<file path="src/rtl/spg_pkg.sv">
package spg_pkg;
  localparam int unsigned LANE_W = 32;
  localparam logic [LANE_W-1:0] SCR_MULT = 32'h3141_5979;
  localparam logic [LANE_W-1:0] SCR_ADD  = 32'h0000_0001;

  // Derived seed for one lane; wraps modulo 2^32.
  function automatic logic [LANE_W-1:0] lane_seed(input logic [LANE_W-1:0] seed,
                                                  input int unsigned lanes,
                                                  input int unsigned idx);
    logic [LANE_W-1:0] prod;
    prod = seed * LANE_W'(lanes);
    return prod + LANE_W'(idx);
  endfunction

  // Affine multiply-add scrambler.
  function automatic logic [LANE_W-1:0] scramble(input logic [LANE_W-1:0] d);
    logic [LANE_W-1:0] prod;
    prod = d * SCR_MULT;
    return prod + SCR_ADD;
  endfunction
endpackage

</file>
<file path="src/rtl/spg_lane.sv">
module spg_lane
  import spg_pkg::*;
#(
  parameter int unsigned LANES    = 4,
  parameter int unsigned LANE_IDX = 0
) (
  input  logic [LANE_W-1:0] seed,
  input  logic              scramble_en,
  output logic [LANE_W-1:0] word
);
  logic [LANE_W-1:0] derived;
  logic [LANE_W-1:0] mixed;

  always_comb begin
    derived = lane_seed(seed, LANES, LANE_IDX);
    mixed   = scramble(derived);
    word    = scramble_en ? mixed : derived;
  end

  // The multiplier is odd and the offset is 1, so the scrambler inverts bit 0.
  always_comb begin
    if (scramble_en) begin
      AST_SCR_LSB_FLIP: assert (word[0] != derived[0]);
    end
  end
endmodule

</file>
<file path="src/rtl/spg_out_stage.sv">
module spg_out_stage #(
  parameter int unsigned WIDTH      = 128,
  parameter bit          REGISTERED = 1'b1
) (
  input  logic             clk,
  input  logic             rst_n,
  input  logic             in_valid,
  output logic             in_ready,
  input  logic [WIDTH-1:0] in_data,
  output logic             out_valid,
  input  logic             out_ready,
  output logic [WIDTH-1:0] out_data
);
  generate
    if (REGISTERED) begin : g_reg
      logic             vld_q;
      logic [WIDTH-1:0] dat_q;
      logic             take;

      assign in_ready  = !vld_q || out_ready;
      assign take      = in_valid && in_ready;
      assign out_valid = vld_q;
      assign out_data  = dat_q;

      always_ff @(posedge clk) begin
        if (!rst_n) begin
          vld_q <= 1'b0;
          dat_q <= '0;
        end else begin
          if (in_ready) vld_q <= in_valid;
          if (take)     dat_q <= in_data;
        end
      end

      AST_HOLD_WORD: assert property (@(posedge clk) disable iff (!rst_n)
        (out_valid && !out_ready) |=> (out_valid && $stable(out_data)));
      AST_STALL_BLOCKS_IN: assert property (@(posedge clk) disable iff (!rst_n)
        (out_valid && !out_ready) |-> !in_ready);
      AST_VALID_AFTER_TAKE: assert property (@(posedge clk) disable iff (!rst_n)
        (in_valid && in_ready) |=> out_valid);
      AST_NO_SPURIOUS: assert property (@(posedge clk) disable iff (!rst_n)
        (!in_valid && out_ready) |=> !out_valid);
    end else begin : g_comb
      assign in_ready  = out_ready;
      assign out_valid = in_valid;
      assign out_data  = in_data;
    end
  endgenerate
endmodule

</file>
<file path="src/rtl/seed_pattern_gen.sv">
module seed_pattern_gen
  import spg_pkg::*;
#(
  parameter int unsigned DATA_W     = 128,
  parameter bit          REGISTERED = 1'b1
) (
  input  logic              clk,
  input  logic              rst_n,
  input  logic              in_valid,
  output logic              in_ready,
  input  logic [31:0]       in_seed,
  input  logic              in_scramble,
  output logic              out_valid,
  input  logic              out_ready,
  output logic [DATA_W-1:0] out_data
);
  localparam int unsigned LANES = DATA_W / LANE_W;

  generate
    if ((DATA_W % LANE_W) != 0 || DATA_W == 0) begin : g_cfg_bad
      $error("seed_pattern_gen: DATA_W must be a nonzero multiple of 32");
    end
  endgenerate

  logic [DATA_W-1:0] word_comb;

  // Lane 0 at the top, ascending lane index toward bit 0.
  for (genvar i = 0; i < LANES; i++) begin : g_lane
    logic [LANE_W-1:0] lw;
    spg_lane #(.LANES(LANES), .LANE_IDX(i)) u_lane (
      .seed        (in_seed),
      .scramble_en (in_scramble),
      .word        (lw)
    );
    assign word_comb[DATA_W-1-LANE_W*i -: LANE_W] = lw;
  end

  spg_out_stage #(.WIDTH(DATA_W), .REGISTERED(REGISTERED)) u_stage (
    .clk       (clk),
    .rst_n     (rst_n),
    .in_valid  (in_valid),
    .in_ready  (in_ready),
    .in_data   (word_comb),
    .out_valid (out_valid),
    .out_ready (out_ready),
    .out_data  (out_data)
  );
endmodule

</file>
<file path="config.mk">
export PLATFORM = sky130hd
export DESIGN_NAME = seed_pattern_gen
export DESIGN_NICKNAME = d
export VERILOG_FILES = /design/src/rtl/spg_pkg.sv /design/src/rtl/spg_lane.sv /design/src/rtl/spg_out_stage.sv /design/src/rtl/seed_pattern_gen.sv
export SDC_FILE = /design/constraint.sdc
export NUM_CORES = 2
export LEC_CHECK = 0
export ABC_AREA = 1
export BUFFER_PORTS_ARGS = -buffer_cell sky130_fd_sc_hd__buf_2
export CORE_MARGIN = 2
export CORE_UTILIZATION = 30
export CTS_CLUSTER_SIZE = 40
export DETAILED_ROUTE_END_ITERATION = 6
export PLACE_DENSITY = 0.51
export SLEW_MARGIN = 20
export SYNTH_ARGS = -nofsm -noshare
export SYNTH_HDL_FRONTEND = slang
export SYNTH_HIERARCHICAL = 1
export SYNTH_SLANG_ARGS = --single-unit
</file>
<file path="constraint.sdc">
create_clock -name clk -period 8.1 [get_ports clk]
set_input_delay 1.62 -clock clk [delete_from_list [all_inputs] [get_ports clk]]
set_output_delay 1.62 -clock clk [all_outputs]
set_load 0.1 [all_outputs]
</file>
Yosys cells after proc, flatten, opt, wreduce, memory -nomap -nowiden
Index checks and enable logic that the tools add are counted.
{"block": "op_classes", "muxes": 4, "n_reduce_logical": 3, "n_addsub": 7, "mul": 4}
{"operator": "32-bit by 1-bit adder with 32-bit output, second input constant", "n": 5}
{"operator": "32-bit two-way mux", "n": 4}
{"operator": "32-bit by 30-bit multiplier with 32-bit output, second input constant", "n": 3}
{"operator": "32-bit by 2-bit adder with 32-bit output, second input constant", "n": 2}
{"operator": "30-bit by 29-bit multiplier with 30-bit output, second input constant", "n": 1}
{"operator": "1-bit logical AND", "n": 1}
{"operator": "1-bit logical NOT", "n": 1}
{"operator": "1-bit logical OR", "n": 1}
{"block": "word_totals", "reg_bits": 129, "in_bits": 37, "word_cells": 20}

Depth between registers and ports, before layout
{"block": "logic_depth", "ltp_word": 4, "depth_mapped": 35, "ltp_nobuf": 35}

Modules after synthesis
Netlist, hierarchy kept.
{"module": "spg_lane at g_lane[3].u_lane", "area_per_inst_um2": 8488.1, "seq_area_each_um2": 0.0, "n_inst": 1, "cells_each": 991}
{"module": "spg_lane at g_lane[1].u_lane", "area_per_inst_um2": 8155.3, "seq_area_each_um2": 0.0, "n_inst": 1, "cells_each": 923}
{"module": "spg_lane at g_lane[2].u_lane", "area_per_inst_um2": 8112.8, "seq_area_each_um2": 0.0, "n_inst": 1, "cells_each": 940}
{"module": "spg_lane at g_lane[0].u_lane", "area_per_inst_um2": 7841.3, "seq_area_each_um2": 0.0, "n_inst": 1, "cells_each": 898}
{"module": "spg_out_stage", "area_per_inst_um2": 5928.2, "seq_area_each_um2": 2582.5, "n_inst": 1, "cells_each": 844}

Least setup slack after synthesis
OpenSTA, ideal clock, no wires.
{"block": "synth_path", "path_type": "input to register", "startpoint": "in in_seed[12]", "endpoint": "reg u_stage.g_reg.dat_q[59], in the netlist u_stage/out_data[59]", "required_ns": 7.981, "arrival_ns": 7.160, "stages": 28, "path_buffers": 0, "setup_ns": 0.119, "slack_ns": 0.821, "path_cell_list": "inv_1 -> fa_1 -> inv_1 -> fa_1 -> fa_1 -> inv_1 -> fa_1 -> inv_1 -> fa_1 -> inv_1 -> fa_1 -> inv_1 -> fa_1 -> ha_1 -> ha_1 -> a21oi_2 -> a21boi_1 -> nor2_1 -> nor2_1 -> nand2_1 -> a21o_1 -> or2_1 -> nand3_1 -> o21ai_1 -> inv_1 -> nand3_1 -> nand2_1 -> nor2_1"}
{"block": "synth_via", "elab_chain_cells": 4}
{"item": "start: declaration", "line": "seed_pattern_gen.sv:11", "source": "input logic [31:0] in_seed,"}
{"item": "32-bit by 2-bit adder with 32-bit output *", "line": "spg_pkg.sv:12", "source": "return prod + LANE_W'(idx);"}
{"item": "32-bit by 30-bit multiplier with 32-bit output", "line": "spg_pkg.sv:18", "source": "prod = d * SCR_MULT;"}
{"item": "32-bit by 1-bit adder with 32-bit output", "line": "spg_pkg.sv:19", "source": "return prod + SCR_ADD;"}
{"item": "32-bit two-way mux *", "line": "spg_lane.sv:17", "source": "word = scramble_en ? mixed : derived;"}
{"item": "via g_lane[2].lw[27]", "line": "seed_pattern_gen.sv:29", "source": "logic [LANE_W-1:0] lw;"}
{"item": "end signal: assignment", "line": "spg_out_stage.sv:31", "source": "if (take) dat_q <= in_data;"}
{"item": "end: declaration", "line": "spg_out_stage.sv:17", "source": "logic [WIDTH-1:0] dat_q;"}
The timed path passes the listed nets; every way through them passes the cells marked *.
A chain may end at the register's enable or synchronous reset.

Final worst setup path
{"block": "layout_path", "startpoint": "in in_seed[13]", "endpoint": "reg u_stage.g_reg.dat_q[63], in the netlist u_stage/out_data[63]"}
The elaborated chain is that of the path after synthesis.

==> summary.txt <==
Run status
  • Run status: completed

CTS
  • TritonCTS clock tree: built
  • Inserted Clock Buffers: 17
  • Clk Latency, worst-skew pair: 0.54 ns
  • Clock transition at path regs: 0.05 ns
  • CTS hold repair buffers: 0
  • Clk root buf: clkbuf_16
  • Clock sinks: 129
  • Clk buf depth: 2
  • Htree depth: 4

Yosys
  • Sequential area share after synthesis: 6.70%
  • Post-synth top flop: dfxtp_1
  • Most frequent cell after synthesis: inv_1
  • Area contributors post-synth: fa_1 34%, ha_1 22%, inv_1 11%
  • Ys async rst share: 0%
  • Post-Syn Area: 38500 µm²
  • Synth area leader: fa_1
  • Commonest cells post-synth: 1140 x inv_1, 692 x ha_1, 674 x nand2_1
  • Warnings, synthesis: 6
  • Number of synthesized flops with an enable pin: 0
  • Post-Syn Area per Cell: 8.38 µm²
  • Post-synthesis cell type count: 60
  • Gate Count Post-Synth: 4596
  • #FFs+latches synth: 129
  • Share of the synthesized area in the top cell type: 33.6%
  • Syn nets: 5971

Placement
  • # port buffers: 164
  • DP Cell Count: 6686
  • Placer congestion estimate: 0.902
  • Detail Placement HPWL: 106 mm
  • DP Worst Slack: -0.245 ns

Worst setup path
  • Critical path's slowest cell: fa_1
  • Most Frequent Cell on Critical Path: inv_1
  • Worst endpoint required time: 8.50 ns
  • CP endpoint kind: register
  • R2R setup slack: 5.64 ns
  • Worst Path Max Fanout: 5
  • Critical path class: input pin to register
  • Crit path DAT: 8.23 ns
  • Slowest Stage Delay on Critical Path: 0.52 ns
  • Crit path launch type: input pin

Floorplan
  • I/O Pins: 167
  • Die Span Y: 362 µm
  • Chip Width: 362 µm
  • Initial Util: 30.2%
  • Core area: 128000 µm²
  • DIE AREA: 131000 µm²
  • Std cell rows: 131

Timing
  • Setup Skew: 0.0172 ns
  • Final setup fails: 0
  • Peak Freq: 0.128 GHz
  • Fin. max-slew vios: 0
  • PnR worst setup slack: 0.275 ns
  • Final hold violation count: 0
  • Worst Max-Slew Pin Slew: 1.07 ns
  • Min Clock Period, post-route: 7.83 ns
  • Unrepaired setup endpoints after global routing: no
  • Final Cycle Share: 96.6%
  • Relative slew margins: 28.8%

Global routing
  • Initial antenna violation count: 6
  • Met3 Use GR: 3.43%
  • First-pass GRT wire length: 191 mm
  • Most Crowded Layer GR: met2
  • Met2 usage: 31.3%
  • Largest net degree at the start of global routing: 110
  • All-Layer GR Usage: 19.3%
  • Grt met1 use: 26.7%
  • Remaining Overflow, GRT: 0
  • Vias in the first global route: 32093

Detailed routing
  • Routed vias/inst: 4.57
  • DR pass1 iterations: 7
  • Iter 0 DRT Violations: 1750
  • Drt wl/cell: 18.3 µm
  • Drt drc: 0
  • Via count: 30730
  • Detail Route Antenna Nets: 0
  • Routed WL: 123 mm

Finish
  • Finished Layout Cells: 6719
  • Synth-to-layout area growth: 14.9%
  • Layout cells sized above 1: 13.7%
  • Final core utilization: 34.7%
  • Final net count: 6421
  • ANT cells: 0

Job
  • Max cap viols: 0

Hold path
  • Hold Crit Class: register to register
## worst max-delay path: cells and delay by family
family	cells	cell delay (ns)
AND/OR/NAND/NOR	10	1.22
adder cells (fa/ha/maj)	9	4.05
buffers and inverters	9	0.89
AO/OA/AOI/OAI	2	0.43
## per-stage QoR
step                      hold slack, ns  cell area (µm²)  TNS [ns]
after detailed placement           0.462            43600     -2.67
after global routing               0.486            44300         0
final                              0.473            44300         0
after global placement             0.457            43600     -2.29
after floorplan                    0.959            38500         0
after CTS                          0.480            44200         0
## kinds of logic after synthesis
| logic type | synth area share, % |
|---|---|
| adder cells (fa/ha/maj) | 56.0 |
| buffers and inverters | 13.4 |
| XOR/XNOR | 2.09 |
| AND/OR/NAND/NOR | 14.8 |
| AO/OA/AOI/OAI | 6.93 |
| flip-flops | 6.70 |
| other | 0.0195 |
## timing repair
| item | in CTS | in global routing |
|---|---|---|
| buffers inserted | 0 | 3 |
| resized for setup | 0 | 11 |
| setup endpoints to repair | 0 | 4 |
## cell type report
class	instances	area, µm²
Sequential cell	129	2580
Fill cell	13485	83300
Multi-Input combinational cell	3199	30800
Inverter	1161	4370
Clock inverter	10	160
Timing Repair Buffer	538	3800
Clock buffer	20	457
Tap cell	1662	2080
## routing by layer
layer  wire length, µm  part of all wire [%]
met1             57500                    47
met2             56800                    46
met5                10                0.0081
met3              6370                   5.2
met4              2490                   2.0
## layout by cell type (no fill, tap or decap), types with 7 or more instances in the layout
cell / instances
a21o_1: 25
a21oi_1: 212
a21oi_2: 15
a31oi_1: 10
buf_12: 12
buf_2: 158
buf_4: 364
clkbuf_16: 17
dfxtp_1: 129
fa_1: 646
ha_1: 692
inv_1: 1136
inv_2: 20
nand2_1: 674
nand2_2: 26
nand3_1: 251
nand3_2: 9
nand3b_1: 16
nand4_1: 28
nor2_1: 239
nor2_2: 7
nor3_1: 14
o21ai_0: 84
o21ai_1: 41
o21ai_2: 12
o21bai_1: 14
o22ai_1: 8
or2_1: 20
xnor2_1: 44
xor2_1: 48
## final timing paths
path	start	to	cells after the start
setup reg to reg	u_stage/out_valid	u_stage/out_data[31]	5
hold / removal	u_stage/out_data[24]	u_stage/out_data[24]	2
setup / recovery	in_seed[13]	u_stage/out_data[63]	30
hold reg to reg	u_stage/out_data[24]	u_stage/out_data[24]	2
## flip-flops by register name, summed over array words and instances, names as in the netlist
register and flops:
u_stage/out_data 128, u_stage/out_valid 1
Power is not shown: default switching activity piles up to over one toggle a cycle in this logic, so the estimate is an artifact.
